$ cat config.mk
export PLATFORM = sky130hd
export DESIGN_NAME = victim_sel
export DESIGN_NICKNAME = d
export VERILOG_FILES = /design/src/rtl/vsel_pkg.sv /design/src/rtl/vsel_mask_bank.sv /design/src/rtl/vsel_pick.sv /design/src/rtl/victim_sel.sv
export SDC_FILE = /design/constraint.sdc
export NUM_CORES = 1
export LEC_CHECK = 0
export BUFFER_PORTS_ARGS = -buffer_cell sky130_fd_sc_hd__buf_2
export CORE_AREA = 3 3 89 91
export DETAILED_ROUTE_END_ITERATION = 10
export DIE_AREA = 0 0 92 94
export GPL_ROUTABILITY_DRIVEN = 0
export MAX_ROUTING_LAYER = met4
export PLACE_DENSITY_LB_ADDON = 0.15
export SLEW_MARGIN = 0
export SYNTH_ARGS = -nofsm -noshare
export SYNTH_HDL_FRONTEND = slang
export SYNTH_SLANG_ARGS = --single-unit
$ cat constraint.sdc
create_clock -name clk -period 8.2 [get_ports clk]
set_input_delay 1.64 -clock clk [delete_from_list [all_inputs] [get_ports clk]]
set_output_delay 1.64 -clock clk [all_outputs]
set_load 0.05 [all_outputs]
$ cat src/rtl/vsel_pkg.sv
package vsel_pkg;
    localparam int MAX_WAYS = 32;
    localparam int IDX_W    = 5;

    // Index of the least significant set bit, zero when none is set.
    function automatic logic [IDX_W-1:0] lowest_idx(input logic [MAX_WAYS-1:0] v);
        logic [IDX_W-1:0] r;
        r = '0;
        for (int i = MAX_WAYS - 1; i >= 0; i--) begin
            if (v[i]) r = IDX_W'(i);
        end
        return r;
    endfunction
endpackage

$ cat src/rtl/vsel_mask_bank.sv
module vsel_mask_bank #(
    parameter int NUM_WAYS  = 8,
    parameter int NUM_CORES = 4,
    localparam int NUM_REQ  = NUM_CORES + 1,
    localparam int REQ_W    = (NUM_REQ > 1) ? $clog2(NUM_REQ) : 1
) (
    input  logic                clk,
    input  logic                rst_n,
    input  logic                wr_en,
    input  logic [REQ_W-1:0]    wr_sel,
    input  logic [NUM_WAYS-1:0] wr_data,
    input  logic [REQ_W-1:0]    rd_sel_a,
    output logic [NUM_WAYS-1:0] rd_mask_a,
    input  logic [REQ_W-1:0]    rd_sel_b,
    output logic [NUM_WAYS-1:0] rd_mask_b
);
    typedef logic [NUM_WAYS-1:0] mask_t;

    mask_t masks_d [NUM_REQ];
    mask_t masks_q [NUM_REQ];

    // Any index at or beyond the core count folds onto the agent entry.
    function automatic logic [REQ_W-1:0] fold(input logic [REQ_W-1:0] s);
        return (int'(s) >= NUM_CORES) ? REQ_W'(NUM_CORES) : s;
    endfunction

    logic [REQ_W-1:0] wr_idx;
    logic             wr_legal;

    always_comb begin
        wr_idx   = fold(wr_sel);
        wr_legal = wr_en && !(&wr_data);
        for (int i = 0; i < NUM_REQ; i++) begin
            masks_d[i] = masks_q[i];
            if (wr_legal && int'(wr_idx) == i) masks_d[i] = wr_data;
        end
    end

    always_ff @(posedge clk or negedge rst_n) begin
        if (!rst_n) begin
            for (int i = 0; i < NUM_REQ; i++) masks_q[i] <= '0;
        end else begin
            for (int i = 0; i < NUM_REQ; i++) masks_q[i] <= masks_d[i];
        end
    end

    assign rd_mask_a = masks_q[fold(rd_sel_a)];
    assign rd_mask_b = masks_q[fold(rd_sel_b)];

    for (genvar g = 0; g < NUM_REQ; g++) begin : g_chk
        p_full_rejected_r3: assert property (@(posedge clk) disable iff (!rst_n)
            (wr_en && int'(fold(wr_sel)) == g && (&wr_data)) |=> $stable(masks_q[g]))
            else $error("R3 full mask accepted");
        p_write_taken_r2: assert property (@(posedge clk) disable iff (!rst_n)
            (wr_en && int'(fold(wr_sel)) == g && !(&wr_data)) |=> masks_q[g] == $past(wr_data))
            else $error("R2 mask write lost");
    end
endmodule

$ cat src/rtl/vsel_pick.sv
module vsel_pick
    import vsel_pkg::*;
#(
    parameter int NUM_WAYS = 8,
    localparam int WAY_W   = (NUM_WAYS > 1) ? $clog2(NUM_WAYS) : 1
) (
    input  logic [NUM_WAYS-1:0] forbid,
    input  logic [NUM_WAYS-1:0] valid,
    input  logic [NUM_WAYS-1:0] dirty,
    input  logic [NUM_WAYS-1:0] lock,
    input  logic [NUM_WAYS-1:0] use_bits,
    output logic [WAY_W-1:0]    way,
    output logic                none,
    output logic                wb,
    output logic [NUM_WAYS-1:0] use_clr
);
    logic [NUM_WAYS-1:0] cand, empty, fresh;

    always_comb begin
        cand    = ~forbid & ~lock;
        empty   = cand & ~valid;
        fresh   = cand & valid & ~use_bits;
        way     = '0;
        none    = 1'b0;
        use_clr = '0;
        if (|empty) begin
            way = WAY_W'(lowest_idx(MAX_WAYS'(empty)));
        end else if (|fresh) begin
            way = WAY_W'(lowest_idx(MAX_WAYS'(fresh)));
        end else if (|cand) begin
            way     = WAY_W'(lowest_idx(MAX_WAYS'(cand)));
            use_clr = cand;
        end else begin
            none = 1'b1;
        end
        wb = !none && valid[way] && dirty[way];
    end
endmodule

$ cat src/rtl/victim_sel.sv
module victim_sel #(
    parameter int NUM_WAYS  = 8,
    parameter int NUM_CORES = 4,
    localparam int NUM_REQ  = NUM_CORES + 1,
    localparam int REQ_W    = (NUM_REQ > 1) ? $clog2(NUM_REQ) : 1,
    localparam int WAY_W    = (NUM_WAYS > 1) ? $clog2(NUM_WAYS) : 1
) (
    input  logic                clk,
    input  logic                rst_n,
    input  logic                cfg_we,
    input  logic [REQ_W-1:0]    cfg_sel,
    input  logic [NUM_WAYS-1:0] cfg_wdata,
    output logic [NUM_WAYS-1:0] cfg_rdata,
    input  logic                fill_req,
    input  logic [REQ_W-1:0]    fill_id,
    input  logic [NUM_WAYS-1:0] way_valid,
    input  logic [NUM_WAYS-1:0] way_dirty,
    input  logic [NUM_WAYS-1:0] way_lock,
    input  logic [NUM_WAYS-1:0] way_use,
    output logic                vic_valid,
    output logic [WAY_W-1:0]    vic_way,
    output logic                vic_wb,
    output logic                vic_none,
    output logic [NUM_WAYS-1:0] vic_use_clr
);
    typedef struct packed {
        logic                vld;
        logic [WAY_W-1:0]    way;
        logic                wb;
        logic                none;
        logic [NUM_WAYS-1:0] clr;
    } res_t;

    res_t res_d, res_q;

    logic [NUM_WAYS-1:0] fill_mask;
    logic [WAY_W-1:0]    pk_way;
    logic                pk_none, pk_wb;
    logic [NUM_WAYS-1:0] pk_clr;

    vsel_mask_bank #(.NUM_WAYS(NUM_WAYS), .NUM_CORES(NUM_CORES)) u_masks (
        .clk       (clk),
        .rst_n     (rst_n),
        .wr_en     (cfg_we),
        .wr_sel    (cfg_sel),
        .wr_data   (cfg_wdata),
        .rd_sel_a  (cfg_sel),
        .rd_mask_a (cfg_rdata),
        .rd_sel_b  (fill_id),
        .rd_mask_b (fill_mask)
    );

    vsel_pick #(.NUM_WAYS(NUM_WAYS)) u_pick (
        .forbid   (fill_mask),
        .valid    (way_valid),
        .dirty    (way_dirty),
        .lock     (way_lock),
        .use_bits (way_use),
        .way      (pk_way),
        .none     (pk_none),
        .wb       (pk_wb),
        .use_clr  (pk_clr)
    );

    always_comb begin
        res_d = '0;
        if (fill_req) begin
            res_d.vld  = 1'b1;
            res_d.way  = pk_way;
            res_d.wb   = pk_wb;
            res_d.none = pk_none;
            res_d.clr  = pk_clr;
        end
    end

    always_ff @(posedge clk or negedge rst_n) begin
        if (!rst_n) res_q <= '0;
        else        res_q <= res_d;
    end

    assign vic_valid   = res_q.vld;
    assign vic_way     = res_q.way;
    assign vic_wb      = res_q.wb;
    assign vic_none    = res_q.none;
    assign vic_use_clr = res_q.clr;

    p_one_cycle_r10: assert property (@(posedge clk) disable iff (!rst_n)
        fill_req |=> vic_valid) else $error("R10 missing result");
    p_idle_r10: assert property (@(posedge clk) disable iff (!rst_n)
        !fill_req |=> (!vic_valid && !vic_none && !vic_wb && vic_use_clr == '0 && vic_way == '0))
        else $error("R10 stray result");
    p_not_locked_r5: assert property (@(posedge clk) disable iff (!rst_n)
        (vic_valid && !vic_none) |-> (($past(way_lock) & (NUM_WAYS'(1) << vic_way)) == '0))
        else $error("R5 locked way chosen");
    p_allowed_r4: assert property (@(posedge clk) disable iff (!rst_n)
        (fill_req && !cfg_we) |=> (vic_none || ((($past(fill_mask)) & (NUM_WAYS'(1) << vic_way)) == '0)))
        else $error("R4 forbidden way chosen");
    p_none_quiet_r9: assert property (@(posedge clk) disable iff (!rst_n)
        vic_none |-> (!vic_wb && vic_way == '0 && vic_use_clr == '0))
        else $error("R9 outputs not quiet");
    p_clr_has_victim_r8: assert property (@(posedge clk) disable iff (!rst_n)
        (|vic_use_clr) |-> ((vic_use_clr & (NUM_WAYS'(1) << vic_way)) != '0))
        else $error("R8 victim outside clear set");
    p_wb_dirty_r11: assert property (@(posedge clk) disable iff (!rst_n)
        vic_wb |-> (($past(way_valid & way_dirty) & (NUM_WAYS'(1) << vic_way)) != '0))
        else $error("R11 writeback of clean line");
endmodule

==> results.py, run 1 <==
metrics = {
    "run_status": {
        "status": "complete, no violations",
    },
    "logic_synthesis": {
        "synth_area_um2": 3200,
        "yosys_warnings": 0,
        "synth-main-ff-cell": "dfrtp_1",
        "synthArstFlopShare_pct": 100,
        "synth_cells": 277,
        "yosysUniqueCellTypes": 54,
        "ys_ff_latch": 54,
        "yosysSeqAreaShare_pct": 42.2,
        "syn_nets": 327,
        "avgSynthCellArea_um2": 11.6,
        "synth_edf_count": 0,
    },
    "grt": {
        "grt_pass1_vias": 2579,
        "grt_usage_pct": 20.2,
        "antenna_found_initial": 0,
        "grt_remaining_overflow": 0,
        "grt_pass1_wl_mm": 13.3,
        "grt_max_degree": 55,
    },
    "clock_network": {
        "root_buffer": "clkbuf_8",
        "cts_tree": "built",
        "clk_pin_slew_ns": 0.11,
        "clk_latency_ns": 0.31,
        "clock_sinks": 54,
        "clock_path_buffers": 2,
        "post-cts-setup-buffers": 0,
        "cts_resized": 0,
        "h-tree-depth": 2,
        "cts_buffers": 5,
        "hold_buffers": 0,
    },
    "sta": {
        "worst_pin_slew_ns": 0.851,
        "rsz0062_at_grt": "no",
        "clock.fmax_mhz": 217,
        "fin_hold_ws_ns": 0.540,
        "post-route-period-util_pct": 56.3,
        "setup_tns_ns": 0,
        "setup_viol": 0,
        "drv_slew": 0,
        "finalHoldViolations": 0,
        "period_needed_ns": 4.61,
        "slew_headroom_pct": 42.4,
        "fin_worst_skew_ns": 0.0111,
    },
    "cells_and_area": {
        "drive_gt1_share_pct": 44.8,
        "layout.nets": 397,
        "nFillCells": 703,
        "antenna_cells": 0,
        "area_growth_pct": 16.6,
    },
    "critical_path": {
        "end_kind": "primary output",
        "path_class": "in2out",
        "cp-start-kind": "input pin",
        "cp_num_buf_inv": 2,
        "crit_required_ns": 6.56,
        "critPathMaxStageDelay_ns": 0.55,
        "cp_top_family": "multiplexers",
        "path_common_cell": "buf_2",
        "crit_arrival_ns": 2.97,
        "path_cells": "buf_2 -> mux4_2 -> mux2_2 -> buf_2",
        "cp_max_fo": 12,
        "worst-r2r-setup-slack_ns": 5.26,
        "critPathSlowestCell": "mux4_2",
    },
    "detailed_routing": {
        "detail_route.first_pass.iterations": 4,
        "postRouteWirelength_mm": 8.22,
        "viasPerCell": 5.71,
        "avgRoutedWirePerCell_um": 18.4,
        "vias": 2552,
        "drc": 0,
        "antenna_left": 0,
        "drt_iter0_drc": 100,
    },
    "min_path": {
        "hp-class": "reg2reg",
    },
    "floorplanning": {
        "fp.coreArea_um2": 7210,
        "die_w_um": 92,
        "rows": 31,
        "die-area_um2": 8650,
        "ios": 72,
        "die-height_um": 94,
        "initial_core_util_pct": 44.4,
    },
    "power_and_ir_drop": {
        "power_w": 0.000766,
        "power_per_cell_area_nw_per_um2": 205,
        "power.leakage_nw": 1.67,
        "ir_drop_v": 0.000103,
    },
    "placement": {
        "dpl.hpwl_mm": 6.21,
        "io_buffers": 71,
    },
    "flow_run": {
        "cap_violations": 0,
    },
}
==> layout make-up <==
type | count | area (um2) | share of cell area (%)
repair buffers | 73 | 370 | 9.91
clock buffers | 5 | 68.8 | 1.84
well taps | 99 | 124 | 3.32
flip-flops and latches | 54 | 1350 | 36.2
inverters | 4 | 15.0 | 0.402
clock inverters | 3 | 18.8 | 0.502
multi-input cells | 209 | 1790 | 47.9
==> cell families (layout without fill, tap and decap cells) <==
family                 count (synthesis)  count (layout)  share of synthesized area (%)
AND/OR/NAND/NOR                       94              94                           16.4
multiplexers                          74              74                           29.0
flip-flops                            54              54                           42.2
AO/OA/AOI/OAI                         41              41                           10.4
buffers and inverters                 14              85                           2.03
==> Yosys cell counts (2+ instances only) <==
cell | n | area (um2)
o21ai_1 | 2 | 10.0
nor3b_1 | 2 | 15.0
a21o_1 | 3 | 22.5
nand3_1 | 5 | 25.0
inv_1 | 4 | 15.0
o21ai_0 | 4 | 20.0
nor3_1 | 12 | 60.1
nor2_1 | 23 | 86.3
a31oi_1 | 3 | 18.8
or3_1 | 3 | 18.8
nor4b_1 | 2 | 17.5
and3_1 | 3 | 18.8
o22a_1 | 2 | 17.5
and4_1 | 3 | 26.3
nand4_1 | 3 | 18.8
buf_1 | 2 | 7.51
or2_1 | 2 | 12.5
mux4_2 | 9 | 203
o32ai_1 | 3 | 26.3
o221a_2 | 3 | 33.8
a21oi_1 | 6 | 30.0
nand2_1 | 9 | 33.8
nor4_1 | 3 | 18.8
nor2b_1 | 2 | 12.5
dfrtp_1 | 54 | 1350
a2111oi_2 | 2 | 30.0
o22ai_1 | 3 | 18.8
mux2i_1 | 16 | 160
and2_1 | 4 | 25.0
or2_2 | 6 | 37.5
mux2_2 | 48 | 541
nand2b_1 | 5 | 31.3
clkbuf_1 | 5 | 18.8
==> report_power, final <==
group | switching [W] | leakage (nW) | total (W) | internal [W]
logic | 0.000151 | 0.959 | 0.000269 | 0.000118
clock network | 0.0000914 | 0.0483 | 0.000152 | 0.0000605
registers | 0.0000341 | 0.667 | 0.000346 | 0.000312
total | 0.000277 | 1.67 | 0.000766 | 0.000490
==> per-layer routing <==
metal	share of wire (%)	global-route usage [%]	vias up	wire (um)
met1	44	25.4	1265	3610
met2	49	34.2	74	4060
met5	0	-	-	0
met4	1.1	4.83	0	88
li1	-	-	1206	-
met3	5.7	3.61	7	465
==> sequential cells by signal, summed over array words and instances, names as in the netlist <==
signal,flops
vic_wb,1
vic_use_clr,8
vic_none,1
vic_way,3
vic_valid,1
u_masks.masks_q,40
==> placed cells by master, fill, tap and decap left out, types with 3 or more instances in the layout <==
| master | n |
|---|---|
| a21o_1 | 3 |
| a21oi_1 | 6 |
| a31oi_1 | 3 |
| and2_1 | 4 |
| and3_1 | 3 |
| and4_1 | 3 |
| buf_2 | 71 |
| clkbuf_8 | 5 |
| dfrtp_1 | 54 |
| inv_1 | 4 |
| mux2_2 | 48 |
| mux2i_1 | 16 |
| mux4_2 | 9 |
| nand2_1 | 9 |
| nand2b_1 | 5 |
| nand3_1 | 5 |
| nand4_1 | 3 |
| nor2_1 | 23 |
| nor3_1 | 12 |
| nor4_1 | 3 |
| o21ai_0 | 4 |
| o221a_2 | 3 |
| o22ai_1 | 3 |
| o32ai_1 | 3 |
| or2_2 | 6 |
| or3_1 | 3 |
==> worst reg2reg max path: stages (launching register included) <==
cell and delay, ns:
dfrtp_1 0.40, mux2i_1 0.21, o22ai_1 0.18, nor4_1 0.58, nor4_2 0.16, nor2b_1 0.17, a31oi_1 0.36, nor4_1 0.14
a211o_1 0.33, a2111oi_2 0.29
==> through the flow <==
stage                     utilization [%]  instance area (um2)  std cells  worst slack, ns
after detailed placement             50.6                 3650        439             3.56
after global routing                 51.8                 3740        447             3.50
after global placement               50.6                 3650        439             3.57
after CTS                            51.8                 3740        447             3.56
final                                51.8                 3740        447             3.59
after floorplan                         -                 3200        277             3.58
==> path summary, 6_finish.rpt <==
| path | startpoint | cells past startpoint | to |
|---|---|---|---|
| worst min-delay path | u_masks.masks_q[11] | 1 | u_masks.masks_q[11] |
| max in group asynchronous | rst_n | 2 | u_masks.masks_q[17] |
| worst min register to register | u_masks.masks_q[11] | 1 | u_masks.masks_q[11] |
| min in group asynchronous | rst_n | 2 | vic_use_clr[0] |
| worst max register to register | u_masks.masks_q[11] | 9 | vic_wb |
| worst max-delay path | cfg_sel[1] | 4 | cfg_rdata[2] |
(Power assumes the default switching activity.)
==> run 2: changes to the inputs <==
==> constraint.sdc (replaced) <==
create_clock -name clk -period 4.35 [get_ports clk]
set_input_delay 0.87 -clock clk [delete_from_list [all_inputs] [get_ports clk]]
set_output_delay 0.87 -clock clk [all_outputs]
set_load 0.05 [all_outputs]
==> run 2 against run 1 <==
Compared with the run above:
- clock power increased by 140%
- total power increased by 99%
- cell count increased by 0.45%
- sequential power increased by 89%
- combinational power increased by 90%
- non-clock buffer count increased by 2
- critical path type is now in2reg
- largest cell class unchanged
- highest routed layer unchanged
==> results.py, run 2 (same netlist as run 1, synthesis figures left out) <==
metrics = {
    "run_status": {
        "status": "complete, no violations",
    },
    "clock_network": {
        "clk_pin_slew_ns": 0.11,
        "post-cts-setup-buffers": 0,
        "clock_path_buffers": 2,
        "clk_latency_ns": 0.32,
        "cts_buffers": 5,
        "hold_buffers": 0,
        "root_buffer": "clkbuf_8",
        "clock_sinks": 54,
        "h-tree-depth": 2,
        "cts_resized": 0,
        "cts_tree": "built",
    },
    "placement": {
        "dpl.hpwl_mm": 6.56,
        "io_buffers": 71,
        "post-place-ws_ns": 0.682,
    },
    "critical_path": {
        "cp_max_fo": 12,
        "end_kind": "flop",
        "rr_startpoint": "u_masks.masks_q[29]",
        "worst-r2r-setup-slack_ns": 1.52,
        "cp-start-kind": "input pin",
        "path_class": "in2reg",
        "crit_arrival_ns": 3.55,
        "critPathMaxStageDelay_ns": 0.61,
        "crit_required_ns": 4.55,
        "path_cells": "buf_2 -> mux4_1 -> o32ai_1 -> nor2_1 -> and3_1 -> o41ai_1 -> a31oi_1 -> nor4_1 -> a32o_1 -> a2111oi_2",
        "reg2reg_depth": 9,
        "critPathSlowestCell": "mux4_1",
        "reg2reg_to": "vic_wb",
    },
    "grt": {
        "grt_pass1_vias": 2601,
        "grt_max_degree": 45,
        "grt_pass1_wl_mm": 13.3,
        "grt_remaining_overflow": 0,
        "antenna_found_initial": 0,
        "grt_usage_pct": 20.5,
    },
    "cells_and_area": {
        "regMostFlops": "u_masks.masks_q",
        "largest_reg_flops": 40,
        "final_common_cell": "buf_2",
        "final_core_util_pct": 52.4,
        "drive_gt1_share_pct": 45.1,
        "antenna_cells": 0,
        "mostFrequentLayoutCells": "71 x buf_2, 54 x dfrtp_1, 48 x mux2_2",
        "layout.nets": 399,
        "area_growth_pct": 18.0,
    },
    "floorplanning": {
        "initial_core_util_pct": 44.4,
        "die_w_um": 92,
        "fp.coreArea_um2": 7210,
        "die-area_um2": 8650,
        "die-height_um": 94,
        "rows": 31,
        "ios": 72,
    },
    "power_and_ir_drop": {
        "power_per_cell_area_nw_per_um2": 403,
        "power.leakage_nw": 1.70,
        "ir_drop_v": 0.000189,
    },
    "detailed_routing": {
        "vias": 2592,
        "wl_met3_um": 484,
        "drc": 0,
        "detail_route.first_pass.iterations": 4,
        "avgRoutedWirePerCell_um": 18.8,
        "viasPerCell": 5.77,
        "wl_met1_mm": 3.64,
        "top_layer_used": "met4",
        "dr_wl_met2_mm": 4.14,
        "antenna_left": 0,
        "drt_iter0_drc": 126,
        "postRouteWirelength_mm": 8.43,
    },
    "sta": {
        "worst_pin_slew_ns": 0.962,
        "setup_viol": 0,
        "setup_tns_ns": 0,
        "layout_setup_ws_ns": 0.993,
        "period_needed_ns": 3.36,
        "drv_slew": 0,
        "slew_headroom_pct": 35.9,
        "clock.fmax_mhz": 298,
        "fin_worst_skew_ns": 0.00825,
        "post-route-period-util_pct": 77.2,
        "rsz0062_at_grt": "no",
        "finalHoldViolations": 0,
    },
    "min_path": {
        "worstHoldPathCells": 1,
        "hp-class": "reg2reg",
        "min-delay-start": "u_masks.masks_q[27]",
        "hold_path_end": "u_masks.masks_q[27]",
    },
    "flow_run": {
        "cap_violations": 0,
    },
}
[run 2: changes by cell type in the layout (fill, tap and decap cells not counted), sizes merged]
| cell | change |
|---|---|
| buf | +2 |
| bufinv | +1 |
| clkinv | -1 |
[run 2: where the power goes]
group	internal [W]	switching [W]
Combinational	0.000223	0.000289
Sequential	0.000587	0.0000658
Clock	0.000175	0.000184
Total	0.000985	0.000539
[run 2: per-stage QoR]
step,cells,instance area [um2],hold slack [ns],power [W]
after floorplan,277,3200,0.488,0.00103
after global placement,441,3660,0.509,0.00117
after detailed placement,441,3660,0.514,0.00118
after CTS,449,3780,0.540,0.00154
after global routing,449,3780,0.565,0.00160
final,449,3780,0.537,0.00152
[run 2: cell type report]
type                       instances  area [um2]
clock buffer                       5        68.8
clock inverter                     3        47.5
fill                             648        3430
inverter                           4        15.0
multi-input combinational        209        1790
sequential                        54        1350
tap                               99         124
timing repair buffer              75         385
[run 2: how the worst max path moves through the flow]
stage                     endpoint  cells after the start       start
final                       vic_wb                     10  fill_id[1]
after floorplan             vic_wb                      9  fill_id[1]
after CTS                   vic_wb                     10  fill_id[1]
after global placement      vic_wb                     10  fill_id[1]
after global routing        vic_wb                     10  fill_id[0]
after detailed placement    vic_wb                     10  fill_id[1]
[run 2: per-layer routing]
metal,up-vias,GRT usage [%]
met5,-,-
met2,97,34.5
li1,1210,-
met3,16,3.69
met4,0,7.67
met1,1269,24.7
[run 2: critical path: cells and delay by family]
| family | cells | cell delay [ns] |
|---|---|---|
| compound gates | 5 | 1.08 |
| buf+inv | 1 | 0.30 |
| mux | 1 | 0.61 |
| simple gates | 3 | 0.69 |
==> run 3: changes to the inputs <==
--- a/config.mk
+++ b/config.mk
@@ -5,10 +5,11 @@
 export SDC_FILE = /design/constraint.sdc
 export NUM_CORES = 1
 export LEC_CHECK = 0
+export ABC_AREA = 1
 export BUFFER_PORTS_ARGS = -buffer_cell sky130_fd_sc_hd__buf_2
-export CORE_AREA = 3 3 89 91
+export CORE_AREA = 3 3 90 92
 export DETAILED_ROUTE_END_ITERATION = 10
-export DIE_AREA = 0 0 92 94
+export DIE_AREA = 0 0 93 95
 export GPL_ROUTABILITY_DRIVEN = 0
 export MAX_ROUTING_LAYER = met4
 export PLACE_DENSITY_LB_ADDON = 0.15
==> constraint.sdc (replaced) <==
create_clock -name clk -period 2.7 [get_ports clk]
set_input_delay 0.54 -clock clk [delete_from_list [all_inputs] [get_ports clk]]
set_output_delay 0.54 -clock clk [all_outputs]
set_load 0.05 [all_outputs]
==> run 3 against run 2 <==
Compared with the run above:
- global-route usage rose by 2.9 points
- register-to-register slack worse by 1.0 ns
- cell count is 42% higher
- hold slack got worse by 0.30 ns
- clock skew grew 0.0040 ns
- worst setup slack got worse by 0.80 ns
- wire length rose by 15%
- critical path depth decreased by 2
- core utilization grew 1.6 points
- clock power rose by 26%
- sequential share of layout area fell by 1.4 points
==> results.py, run 3 <==
metrics = {
    "run_status": {
        "status": "complete, no violations",
    },
    "floorplanning": {
        "initial_core_util_pct": 45.6,
        "die_w_um": 93,
        "fp.coreArea_um2": 7290,
        "rows": 31,
        "die-area_um2": 8840,
        "die-height_um": 95,
        "ios": 72,
    },
    "critical_path": {
        "end_kind": "primary output",
        "cp_max_fo": 9,
        "crit_required_ns": 2.16,
        "reg2reg_to": "vic_wb",
        "crit_arrival_ns": 1.97,
        "worst-r2r-setup-slack_ns": 0.51,
        "path_class": "in2out",
        "reg2reg_depth": 19,
        "cp-start-kind": "input pin",
        "rr_startpoint": "u_masks.masks_q[19]",
    },
    "cells_and_area": {
        "antenna_cells": 0,
        "layout.nets": 590,
        "largest_reg_flops": 40,
        "stdcell_count": 639,
        "drive_gt1_share_pct": 25.0,
        "area_growth_pct": 18.4,
        "final_common_cell": "nand2_1",
        "regArea_um2": 1350,
        "regMostFlops": "u_masks.masks_q",
        "nFillCells": 757,
        "mostFrequentLayoutCells": "127 x nand2_1, 71 x buf_2, 58 x inv_1",
        "multi_input_area_um2": 1650,
    },
    "sta": {
        "finalHoldViolations": 0,
        "slew_headroom_pct": 55.3,
        "period_needed_ns": 2.51,
        "fin_worst_skew_ns": 0.0122,
        "setup_tns_ns": 0,
        "drv_slew": 0,
        "setup_viol": 0,
        "clock.fmax_mhz": 399,
        "layout_setup_ws_ns": 0.194,
        "rsz0062_at_grt": "no",
        "post-route-period-util_pct": 92.8,
        "worst_pin_slew_ns": 0.671,
    },
    "logic_synthesis": {
        "avgSynthCellArea_um2": 7.26,
        "yosys_warnings": 0,
        "synth_compound_area_share_pct": 15.7,
        "synth_area_um2": 3320,
        "synth.area.mux_share_pct": 0,
        "synth_top_cell_area_share_pct": 40.7,
        "synth-main-ff-cell": "dfrtp_1",
        "synth_commonest_cells": "127 x nand2_1, 58 x inv_1, 54 x dfrtp_1",
        "yosysMostFrequentCell": "nand2_1",
        "yosysTopAreaCell": "dfrtp_1",
        "syn_nets": 508,
        "synth_cells": 458,
        "yosysSeqAreaShare_pct": 40.7,
        "synth_top_family_by_area": "simple AND/OR/NAND/NOR gates",
        "synthArstFlopShare_pct": 100,
        "synth_fa_ha_area_share_pct": 0,
        "synth_edf_count": 0,
        "yosys.area_share.simple_pct": 33.9,
        "yosysUniqueCellTypes": 32,
        "yosys-top-cells-area": "dfrtp_1 41%, nand2_1 14%, inv_1 6.6%",
        "synth_xor_area_share_pct": 0,
        "ys_ff_latch": 54,
    },
    "power_and_ir_drop": {
        "power_w": 0.00225,
        "ir_drop_v": 0.000283,
        "power.leakage_nw": 2.10,
        "power_per_cell_area_nw_per_um2": 571,
    },
    "detailed_routing": {
        "viasPerCell": 5.26,
        "drt_iter0_drc": 234,
        "avgRoutedWirePerCell_um": 15.2,
        "postRouteWirelength_mm": 9.73,
        "antenna_left": 0,
        "vias": 3361,
        "detail_route.first_pass.iterations": 5,
        "drc": 0,
    },
    "grt": {
        "grt_usage_pct": 23.4,
        "grt_pass1_wl_mm": 15.8,
        "grt_max_degree": 29,
        "antenna_found_initial": 0,
        "grt_pass1_vias": 3204,
        "grt_remaining_overflow": 0,
    },
    "clock_network": {
        "clock_path_buffers": 2,
        "clk_pin_slew_ns": 0.10,
        "root_buffer": "clkbuf_8",
        "post-cts-setup-buffers": 0,
        "cts_resized": 0,
        "cts_buffers": 5,
        "h-tree-depth": 2,
        "cts_tree": "built",
        "clock_sinks": 54,
        "hold_buffers": 0,
        "clk_latency_ns": 0.32,
    },
    "placement": {
        "place_inst": 632,
        "post-place-ws_ns": 0.0237,
        "dpl.hpwl_mm": 7.67,
        "io_buffers": 71,
    },
    "min_path": {
        "hp-class": "in2async",
    },
    "flow_run": {
        "cap_violations": 0,
    },
}
[run 3: cell types whose count changed in the layout (fill, tap and decap cells not counted), sizes merged, moves of 8 or more]
cell	delta
nor2	+19
a21oi	+11
mux2i	-16
nor3	-8
buf	+12
o21a	+11
mux4	-10
or2	-9
mux2	-48
o21ai	+35
inv	+56
nand2	+139
nand3	+39
[run 3: worst max path at each step]
stage,slack [ns],depth (start not counted),to,startpoint
2_1_floorplan,0.05,6,cfg_rdata[0],cfg_sel[2]
3_3_place_gp,0.06,22,vic_wb,fill_id[2]
3_5_place_dp,0.02,20,vic_wb,fill_id[2]
4_1_cts,0.20,8,cfg_rdata[3],cfg_sel[0]
5_1_grt,0.05,20,vic_wb,fill_id[2]
6_report,0.19,8,cfg_rdata[2],cfg_sel[0]
[run 3: kinds of logic (layout without fill, tap and decap cells)]
group | Yosys count | count (layout)
compound gates | 89 | 89
buf+inv | 74 | 156
flops | 54 | 54
simple gates | 241 | 241
[run 3: worst max-delay path, stage by stage]
cell	delay (ns)
buf_2	0.10
inv_1	0.13
nor2_1	0.07
nand2_1	0.33
nor2_1	0.08
a221oi_1	0.35
a21oi_1	0.12
buf_2	0.23
[run 3: final cells by class]
cell class                      instances  share of cell area [%]
Timing Repair Buffer                   87                    12.4
Sequential cell                        54                    34.3
Multi-Input combinational cell        330                    41.9
Tap cell                               99                    3.15
Clock buffer                            6                    1.84
Inverter                               62                    6.17
Clock inverter                          1                   0.191
[run 3: layer usage]
| layer | routed length [um] | share of wire (%) | global-route usage (%) |
|---|---|---|---|
| met1 | 4490 | 46 | 33.2 |
| met5 | 0 | 0 | - |
| met4 | 192 | 2.0 | 7.45 |
| met2 | 4260 | 44 | 34.5 |
| met3 | 782 | 8.0 | 3.59 |
[run 3: metrics by stage]
stage	hold WS, ns	cell area, um2	util, %
floorplan	0.244	3320	-
global placement	0.467	3850	52.9
detailed placement	0.473	3850	52.9
CTS	0.264	3940	54.0
global route	0.283	3940	54.0
finish	0.240	3940	54.0
[run 3: report_power, final]
part | leakage [nW] | internal, W | total [W] | switching [W]
Combinational | 1.39 | 0.000253 | 0.000776 | 0.000523
Sequential | 0.667 | 0.000932 | 0.00102 | 0.0000857
Clock | 0.0373 | 0.000179 | 0.000454 | 0.000275
